--- config.mk ---
export PLATFORM = sky130hd
export DESIGN_NAME = neuron_update_lane
export DESIGN_NICKNAME = d
export VERILOG_FILES = /design/src/rtl/neuron_lane_pkg.sv /design/src/rtl/nl_syn_decode.sv /design/src/rtl/nl_pot_update.sv /design/src/rtl/neuron_update_lane.sv
export SDC_FILE = /design/constraint.sdc
export NUM_CORES = 1
export LEC_CHECK = 0
export ABC_AREA = 1
export BUFFER_PORTS_ARGS = -buffer_cell sky130_fd_sc_hd__buf_4
export CAP_MARGIN = 40
export CORE_MARGIN = 8
export CORE_UTILIZATION = 45
export CTS_CLUSTER_SIZE = 30
export DETAILED_ROUTE_END_ITERATION = 7
export PLACE_DENSITY = 0.73
export SYNTH_ARGS = -nofsm -noshare
export SYNTH_HDL_FRONTEND = slang
export SYNTH_SLANG_ARGS = --single-unit
--- constraint.sdc ---
create_clock -name clk -period 4.4 [get_ports clk]
set_input_delay 0.88 -clock clk [delete_from_list [all_inputs] [get_ports clk]]
set_output_delay 0.88 -clock clk [all_outputs]
set_load 0.05 [all_outputs]
--- src/rtl/neuron_lane_pkg.sv ---
// Package: shared enumerations for the neuron update lane.
// Assumes: the step and model encodings are fixed by the lane's interface.
package neuron_lane_pkg;

    typedef enum logic [1:0] {
        MDL_ZERO = 2'd0,
        MDL_INCR = 2'd1,
        MDL_LEAK = 2'd2,
        MDL_HOLD = 2'd3
    } model_e;

    typedef enum logic {
        STEP_BASE = 1'b0,
        STEP_SYN  = 1'b1
    } step_e;

endpackage

--- src/rtl/nl_syn_decode.sv ---
// Module: nl_syn_decode
// Splits a synapse entry into a sign-extended (or null-forced) weight and the
// half-select bit (target address bit 0).
// Assumes: the null flag is the top bit and the address field sits directly
// above the weight field.
module nl_syn_decode #(
    parameter int ENTRY_W  = 32,
    parameter int WEIGHT_W = 16,
    parameter int POT_W    = 36
) (
    input  logic [ENTRY_W-1:0]      entry,
    output logic signed [POT_W-1:0] weight_ext,
    output logic                    hi_sel
);
    localparam int NULL_BIT = ENTRY_W - 1;
    localparam int SEL_BIT  = WEIGHT_W;
    localparam int EXT_W    = POT_W - WEIGHT_W;

    logic [WEIGHT_W-1:0] raw_weight;
    logic                unused_fields;

    assign raw_weight    = entry[WEIGHT_W-1:0];
    assign unused_fields = ^entry[NULL_BIT-1:SEL_BIT+1];

    // Purpose: widen the weight with its sign bit, or zero it when null.
    always_comb begin
        if (entry[NULL_BIT])
            weight_ext = '0;
        else
            weight_ext = $signed({{EXT_W{raw_weight[WEIGHT_W-1]}}, raw_weight});
    end

    assign hi_sel = entry[SEL_BIT];

endmodule

--- src/rtl/nl_pot_update.sv ---
// Module: nl_pot_update
// Computes the next value of one membrane potential for either step kind.
// Assumes: arithmetic wraps at POT_W bits; threshold comparison is signed.
module nl_pot_update
    import neuron_lane_pkg::*;
#(
    parameter int POT_W      = 36,
    parameter int GRP_W      = 4,
    parameter int LEAK_SHIFT = 3
) (
    input  step_e                   step,
    input  model_e                  model,
    input  logic signed [POT_W-1:0] pot,
    input  logic signed [POT_W-1:0] thr,
    input  logic [GRP_W-1:0]        grp,
    input  logic signed [POT_W-1:0] weight_ext,
    input  logic                    targeted,
    output logic signed [POT_W-1:0] new_pot
);
    logic [POT_W-1:0]        incr_amt;
    logic signed [POT_W-1:0] model_res;
    logic signed [POT_W-1:0] base_res;
    logic signed [POT_W-1:0] syn_res;

    assign incr_amt = POT_W'(grp) + POT_W'(1);

    // Purpose: evaluate the selected dynamics on the current potential.
    always_comb begin
        unique case (model)
            MDL_ZERO: model_res = '0;
            MDL_INCR: model_res = pot + $signed(incr_amt);
            MDL_LEAK: model_res = pot - (pot >>> LEAK_SHIFT);
            default:  model_res = pot;
        endcase
    end

    // Purpose: pick the baseline or synaptic result, with threshold reset first.
    always_comb begin
        base_res = (pot > thr) ? '0 : model_res;
        syn_res  = targeted ? (pot + weight_ext) : pot;
        new_pot  = (step == STEP_SYN) ? syn_res : base_res;
    end

endmodule

--- src/rtl/neuron_update_lane.sv ---
// Module: neuron_update_lane
// One registered lane: unpacks two potentials, updates each, detects a spike
// on the selected half and registers the result with one cycle of latency.
// Assumes: the caller writes word_out back to state memory itself.
module neuron_update_lane
    import neuron_lane_pkg::*;
#(
    parameter int POT_W    = 36,
    parameter int NUM_HALF = 2,
    parameter int GRP_W    = 4,
    parameter int ENTRY_W  = 32,
    parameter int WEIGHT_W = 16
) (
    input  logic                      clk,
    input  logic                      rst_n,
    input  logic                      in_valid,
    input  logic                      step_sel,
    input  logic [1:0]                model_sel,
    input  logic [POT_W-1:0]          threshold,
    input  logic [GRP_W-1:0]          group_idx,
    input  logic [NUM_HALF*POT_W-1:0] word_in,
    input  logic [ENTRY_W-1:0]        syn_entry,
    output logic                      out_valid,
    output logic [NUM_HALF*POT_W-1:0] word_out,
    output logic                      spike_out
);
    localparam int WORD_W = NUM_HALF * POT_W;

    logic signed [POT_W-1:0] weight_ext;
    logic                    hi_sel;
    logic signed [POT_W-1:0] thr_s;
    logic [WORD_W-1:0]       word_nxt;
    logic signed [POT_W-1:0] sel_pot;
    logic                    spike_nxt;
    step_e                   step;
    model_e                  model;

    assign thr_s = $signed(threshold);
    assign step  = step_e'(step_sel);
    assign model = model_e'(model_sel);

    nl_syn_decode #(
        .ENTRY_W (ENTRY_W),
        .WEIGHT_W(WEIGHT_W),
        .POT_W   (POT_W)
    ) i_decode (
        .entry     (syn_entry),
        .weight_ext(weight_ext),
        .hi_sel    (hi_sel)
    );

    for (genvar h = 0; h < NUM_HALF; h++) begin : g_half
        logic signed [POT_W-1:0] pot_new;

        nl_pot_update #(
            .POT_W(POT_W),
            .GRP_W(GRP_W)
        ) i_upd (
            .step      (step),
            .model     (model),
            .pot       ($signed(word_in[h*POT_W +: POT_W])),
            .thr       (thr_s),
            .grp       (group_idx),
            .weight_ext(weight_ext),
            .targeted  (hi_sel == 1'(h)),
            .new_pot   (pot_new)
        );

        assign word_nxt[h*POT_W +: POT_W] = pot_new;
    end

    // Purpose: compare the addressed input potential against the threshold.
    always_comb begin
        sel_pot   = $signed(word_in[(hi_sel ? POT_W : 0) +: POT_W]);
        spike_nxt = sel_pot > thr_s;
    end

    // Purpose: output register; holds word and flag when no transaction.
    always_ff @(posedge clk) begin
        if (!rst_n) begin
            out_valid <= 1'b0;
            word_out  <= '0;
            spike_out <= 1'b0;
        end else begin
            out_valid <= in_valid;
            if (in_valid) begin
                word_out  <= word_nxt;
                spike_out <= spike_nxt;
            end
        end
    end

endmodule

==> impl_metrics.yaml, run 1 <==
status:
  status: "complete, no violations"
synth:
  syn_inst: 3238
  syn_avg_cell_area_um2: 5.494
  synth.distinct_cells: 51
  ys_ff_latch: 74
  syn_area_mm2: 0.01779
  synth_seq_area_share_pct: 8.327
  synth_nets: 3644
  yosysWarnings: 0
worst_setup_path:
  crit_path_top_delay_cell: "fa_1"
  path_max_fanout: 6
  ff2ff_path_depth: 2
  worstSetupStartpointType: "input pin"
  rr_startpoint: "word_out[47]"
  cp-startpoint: "group_idx[0]"
  worst-endpoint-required_ps: 4700
  crit_buf_inv: 3
  path_common_cell: "nand2_1"
  crit_family: "simple AND/OR/NAND/NOR gates"
  path_depth: 20
  critPathMaxStageDelay_ps: 410
  crit_type: "in2reg"
  crit_end: "word_out[30]"
  crit_arrival_ps: 4200
  crit_chain: "buf_4, ha_1, inv_1, or2_2, a21oi_1, a21oi_1, fa_1, inv_1, nand2_1, o21ai_2, nand2_1, nand2_1, nand3_1, nand2_1, nand2_1, nand2_1, nor2_1, o21ai_0, nand3_1, a21oi_1"
  r2r-end: "word_out[47]"
  reg2reg_slack_ps: 3570
  cp-end-kind: "flip-flop"
finish:
  layout_commonest_cell: "nand2_1"
  diodes: 0
  syn_to_final_growth_pct: 14.55
  mostFrequentLayoutCells: "nand2_1 (841), a21oi_1 (424), inv_1 (398), o21ai_0 (334), nor2_1 (317)"
  drive_gt1_share_pct: 9.698
  seq_area_mm2: 0.001481
  multiInputGateArea_mm2: 0.01440
  fin_nets: 3814
  fill_cells: 4354
power_and_ir_drop:
  vdd_ir_drop_max_v: 0.0001679
  p_comb_share_pct: 59.9
  power.internal_mw: 2.190
  power_frac_seq_pct: 17.2
  p_total_mw: 4.417
  p_leak_nw: 10.62
  sw_frac_of_total_pct: 50.43
  switching_power_mw: 2.227
  power.density_mw_per_mm2: 216.7
  power_frac_clock_pct: 22.9
cts:
  cts_buffers: 9
  max-clock-path-buffers: 2
  cts-resized-gates: 0
  cts_root_buffer: "clkbuf_16"
  clk_latency_ps: 370
  cts_num_sinks: 74
  cts_setup_buffers: 0
  clk_pin_slew_ps: 70
  cts_tree: "done"
  cts_hold_buf: 0
  htree_levels: 3
grt:
  grt_pass1_wl_um: 121500
  grt_max_degree: 83
  gr-total-overflow: 0
  grt_pass1_vias: 20990
  grt.total_usage_pct: 33.12
  grt_antenna_before_repair: 1
floorplanning:
  design.core.area_mm2: 0.03937
  initial_core_util_pct: 45.19
  die_x_um: 214.8
  io_pins: 224
  die_area_mm2: 0.04615
  die_height_um: 214.8
  rows: 73
detailed_routing:
  via_count: 23040
  wl_um: 80330
  drt-pass1-iter-count: 7
  drtIter0Drc: 2675
  drc: 0
  wl_per_cell_um: 20.40
  ant_nets: 0
  post_drt_via_cell_ratio: 5.851
placed_design:
  routabilityCongestion: 1.030
  dp_hpwl_um: 65250
  portBuffers: 209
sta:
  maxSlewViolCount: 0
  rsz0062_at_grt: "false"
  setup_tns_ps: 0
  fmax_ghz: 0.2565
  fin_crit_sh_pct: 88.61
  worst-slew-pin-transition_ps: 920.2
  maxSlewHeadroom_pct: 38.65
  clock_skew_ps: 0
  hold_viol_final: 0
  setup_viol: 0
  period_needed_ps: 3899
job:
  maxCapViolCount: 0
worst_hold_path:
  hold_path.class: "reg2reg"
[sequential cells by signal, indices dropped and copies added, names as in the netlist]
| signal | flops |
|---|---|
| word_out | 72 |
| spike_out | 1 |
| out_valid | 1 |
[synth_stat cells, drive strengths merged]
cell	number	share of area (%)
a211oi	1	0.042
a21boi	9	0.38
a21o	15	0.63
a21oi	435	12
a221oi	1	0.049
a31o	1	0.049
a31oi	10	0.35
and2	5	0.18
buf	21	0.65
clkbuf	73	1.5
clkinv	2	0.070
dfxtp	74	8.3
fa	4	0.45
ha	252	18
inv	402	8.5
nand2	854	18
nand3	215	6.1
nand3b	9	0.38
nand4	42	1.5
nor2	320	6.8
nor2b	1	0.049
nor3	32	0.93
nor4	5	0.21
o211ai	3	0.13
o21a	20	0.84
o21ai	342	9.7
o21bai	15	0.63
o22ai	17	0.60
o31ai	2	0.084
o32ai	1	0.049
or2	23	0.81
or3	1	0.035
xnor2	11	0.54
xor2	20	0.98
[logic make-up after synthesis]
kind of cell / Yosys count / synth area share (%)
AND/OR/NAND/NOR: 1507 / 35.22
AO/OA/AOI/OAI: 872 / 26.01
buffers and inverters: 498 / 10.74
adder cells (fa/ha/maj): 256 / 18.17
flip-flops: 74 / 8.327
XOR/XNOR: 31 / 1.526
[tightest hold or removal path: stages (launching register included)]
cell	delay [ps]
dfxtp_1	320
nand2_1	60
a21oi_1	50
[power by group through the flow]
stage	Clock (mW)	Sequential (mW)	Combinational [mW]
2_1_floorplan	0	0.948	1.53
3_3_place_gp	0	0.773	2.55
3_5_place_dp	0	0.773	2.57
4_1_cts	1.01	0.759	2.58
5_1_grt	1.04	0.764	2.88
6_report	1.01	0.760	2.65
[worst min path at each step]
stage / end / slack (ps) / start / cells past startpoint
floorplan: spike_out / 690 / spike_out / 2
global placement: spike_out / 460 / spike_out / 2
detailed placement: spike_out / 460 / spike_out / 2
CTS: spike_out / 470 / spike_out / 2
global route: spike_out / 520 / spike_out / 2
finish: spike_out / 470 / spike_out / 2
[layer usage]
| layer | share of wire, % | GRT usage [%] |
|---|---|---|
| met1 | 42 | 44.33 |
| met2 | 43 | 51.60 |
| met3 | 10 | 5.590 |
| met4 | 4.9 | 14.63 |
| met5 | 0.016 | 0 |
[through the flow]
step	setup slack (ps)	hold WS [ps]	area, um2	utilization (%)	instances
after floorplan	848.7	688.5	17790	-	3238
after global placement	316.4	455.3	20010	50.84	3922
after detailed placement	277.4	460.7	20010	50.84	3922
after CTS	656.8	471.7	20380	51.77	3938
after global routing	290.7	521.9	20380	51.77	3938
final	501.2	470.8	20380	51.77	3938
[final cells by class]
class	instances	area share (%)
clock inverter	6	0.6753
timing repair buffer	253	9.565
inverter	404	7.466
clock buffer	10	1.124
tap	525	3.223
sequential	74	7.269
multi-input combinational	2666	70.68
Power figures use the tool's default switching activity.
==> run 2, diff against run 1 <==
- CTS_CLUSTER_SIZE: 30 -> 12
- SYNTH_HIERARCHICAL: not set -> 1
==> run 2 against run 1 <==
Area after synthesis increased by 7.9%; sequential share of layout area shrank 0.42 points; critical path type unchanged; critical endpoint is now word_out[70]; clock power hardly changed; cell count increased by 11%; highest routed layer is now met4; maximum frequency shrank 3.8%; clock skew unchanged.
==> impl_metrics.yaml, run 2 <==
grt:
  gr-total-overflow: 0
  grt_pass1_wl_um: 125200
  grt_use_met3_pct: 4.426
  grt_antenna_before_repair: 0
  top_usage_layer: "met2"
  grt.total_usage_pct: 32.16
  grt_pass1_vias: 23250
  grtUsageMet2_pct: 56.01
  grt_max_degree: 75
  met1_usage_pct: 34.84
finish:
  largest_reg_flops: 72
  regMostFlops: "word_out"
  drive_gt1_share_pct: 8.207
  diodes: 0
  fin_nets: 4219
  syn_to_final_growth_pct: 12.74
  mostFrequentLayoutCells: "nand2_1 (1129), inv_1 (536), nor2_1 (473), o21ai_0 (300), a21oi_1 (298)"
  reg_top3: "word_out (72), out_valid (1), spike_out (1)"
  layout_commonest_cell: "nand2_1"
  fill_cells: 4723
synth:
  ys_async_sr_fraction_pct: 0
  synth_seq_area_share_pct: 7.719
  synth_mux_area_share_pct: 0.05215
  synth_nets: 4058
  synth_top_area_cell: "nand2_1"
  synth_common_cells: "nand2_1 (1129), inv_1 (536), nor2_1 (474), o21ai_0 (300), a21oi_1 (298)"
  yosysMostFrequentCell: "nand2_1"
  syn_avg_cell_area_um2: 5.261
  synthSimpleGateAreaFrac_pct: 41.38
  syn_area_mm2: 0.01919
  synth_ff_type: "dfxtp_1"
  synth-xor-area-share_pct: 1.689
  synth.distinct_cells: 53
  synth_area_leaders: "nand2_1 (22%), ha_1 (17%), inv_1 (10%)"
  synth_top_family_by_area: "simple AND/OR/NAND/NOR gates"
  yosysWarnings: 6
  synth-edff-count: 0
  syn_inst: 3648
  netlist.area_leader.share_pct: 22.08
  yosys.area_share.adder_pct: 17.11
  ys_ff_latch: 74
  synth_compound_area_share_pct: 18.61
placed_design:
  pre_cts_ws_ps: 118.5
  routabilityCongestion: 1.025
  portBuffers: 209
  dp_hpwl_um: 68040
sta:
  setup_viol: 0
  clock_skew_ps: 0
  worst-slew-pin-transition_ps: 801.4
  fmax_ghz: 0.2468
  rsz0062_at_grt: "false"
  maxSlewHeadroom_pct: 46.52
  setup_tns_ps: 0
  timing.final.ws_setup_ps: 348.5
  period_needed_ps: 4051
  maxSlewViolCount: 0
  fin_crit_sh_pct: 92.08
  hold_slack_ps: 490.0
  hold_viol_final: 0
worst_hold_path:
  hold_path_end: "spike_out"
  min_from: "spike_out"
  whs_path_depth: 2
  hold_path.class: "reg2reg"
worst_setup_path:
  crit_type: "in2reg"
  worstSetupStartpointType: "input pin"
  reg2reg_slack_ps: 3670
  path_max_fanout: 10
  crit_path_top_delay_cell: "ha_1"
  crit_arrival_ps: 4300
  path_common_cell: "nor2_1"
  rr_startpoint: "word_out[22]"
  crit_chain: "buf_4, ha_1, inv_1, nand2_1, nor2_1, nand3b_1, buf_4, o21ai_0, ha_1, a21oi_1, o21ai_0, a21oi_1, nor2_1, nor2_1, nand3_1, nand3_1, nand2_1, nand2_1, nand2_1, nor2_1, nor2_1"
  critPathMaxStageDelay_ps: 340
  ff2ff_path_depth: 2
  cp-end-kind: "flip-flop"
  r2r-end: "word_out[22]"
  worst-endpoint-required_ps: 4640
floorplanning:
  die_height_um: 222.5
  design.core.area_mm2: 0.04204
  die_x_um: 222.5
  initial_core_util_pct: 45.65
  io_pins: 224
  rows: 75
  die_area_mm2: 0.04951
power_and_ir_drop:
  p_total_mw: 4.478
  switching_power_mw: 2.249
  power.density_mw_per_mm2: 207.0
  p_comb_share_pct: 61.4
  power_frac_seq_pct: 16.8
  sw_frac_of_total_pct: 50.22
  power.internal_mw: 2.229
  vdd_ir_drop_max_v: 0.0002287
  p_leak_nw: 12.54
  power_frac_clock_pct: 21.8
cts:
  clk_pin_slew_ps: 70
  cts_buffers: 9
  htree_levels: 3
  max-clock-path-buffers: 2
  cts_num_sinks: 74
  cts_root_buffer: "clkbuf_16"
  clk_latency_ps: 350
  cts-resized-gates: 0
  cts_tree: "done"
  cts_hold_buf: 0
  cts_setup_buffers: 0
status:
  status: "complete, no violations"
detailed_routing:
  via_count: 24030
  drtIter0Drc: 1965
  wl_per_cell_um: 19.03
  wl_um: 82850
  ant_nets: 0
  drc: 0
  post_drt_via_cell_ratio: 5.520
  drt-pass1-iter-count: 8
job:
  maxCapViolCount: 0
-- run 2: cell families after synthesis --
group	Yosys count
compound gates	678
simple gates	1949
xor+xnor	37
fa+ha+maj	260
mux	1
flops	74
buf+inv	649
-- run 2: worst max-delay path, delay by kind of cell --
family | cells | cell delay, ps
buffers and inverters | 3 | 540
adder cells (fa/ha/maj) | 2 | 630
AO/OA/AOI/OAI | 4 | 850
AND/OR/NAND/NOR | 12 | 1400
-- run 2: layout make-up --
cell class	instances	area, um2	area share (%)
inverter	543	2043	9.443
clock inverter	6	137.6	0.6361
clock buffer	10	239.0	1.104
sequential	74	1481	6.847
timing repair buffer	256	1922	8.882
tap	539	674.4	3.117
multi-input combinational	2925	15140	69.97
-- run 2: layer usage --
| layer | wire, um | vias up | part of all wire [%] |
|---|---|---|---|
| li1 | - | 12060 | - |
| met1 | 31900 | 10770 | 39 |
| met2 | 38380 | 902 | 46 |
| met3 | 5117 | 297 | 6.2 |
| met4 | 7449 | 0 | 9.0 |
| met5 | 0 | - | 0 |
-- run 2: power by group through the flow --
stage	sequential (mW)	combinational [mW]	clock [mW]
2_1_floorplan	0.950	1.61	0
3_5_place_dp	0.766	2.68	0
6_report	0.753	2.75	0.977
3_3_place_gp	0.766	2.67	0
4_1_cts	0.753	2.70	0.985
5_1_grt	0.758	3.02	1.01
-- run 2: worst max path at each step --
stage	slack, ps	start	depth (start not counted)	to
6_report	350	group_idx[0]	21	word_out[70]
3_3_place_gp	200	group_idx[0]	21	word_out[66]
3_5_place_dp	120	group_idx[0]	21	word_out[70]
2_1_floorplan	910	model_sel[0]	21	word_out[54]
5_1_grt	90	group_idx[0]	21	word_out[70]
4_1_cts	410	group_idx[0]	21	word_out[70]
-- run 2: stage by stage --
stage,util [%],cells,cell area (um2)
after floorplan,-,3648,19190
after global placement,50.57,4337,21260
after detailed placement,50.57,4337,21260
after CTS,51.47,4353,21640
after global routing,51.47,4353,21640
final,51.47,4353,21640
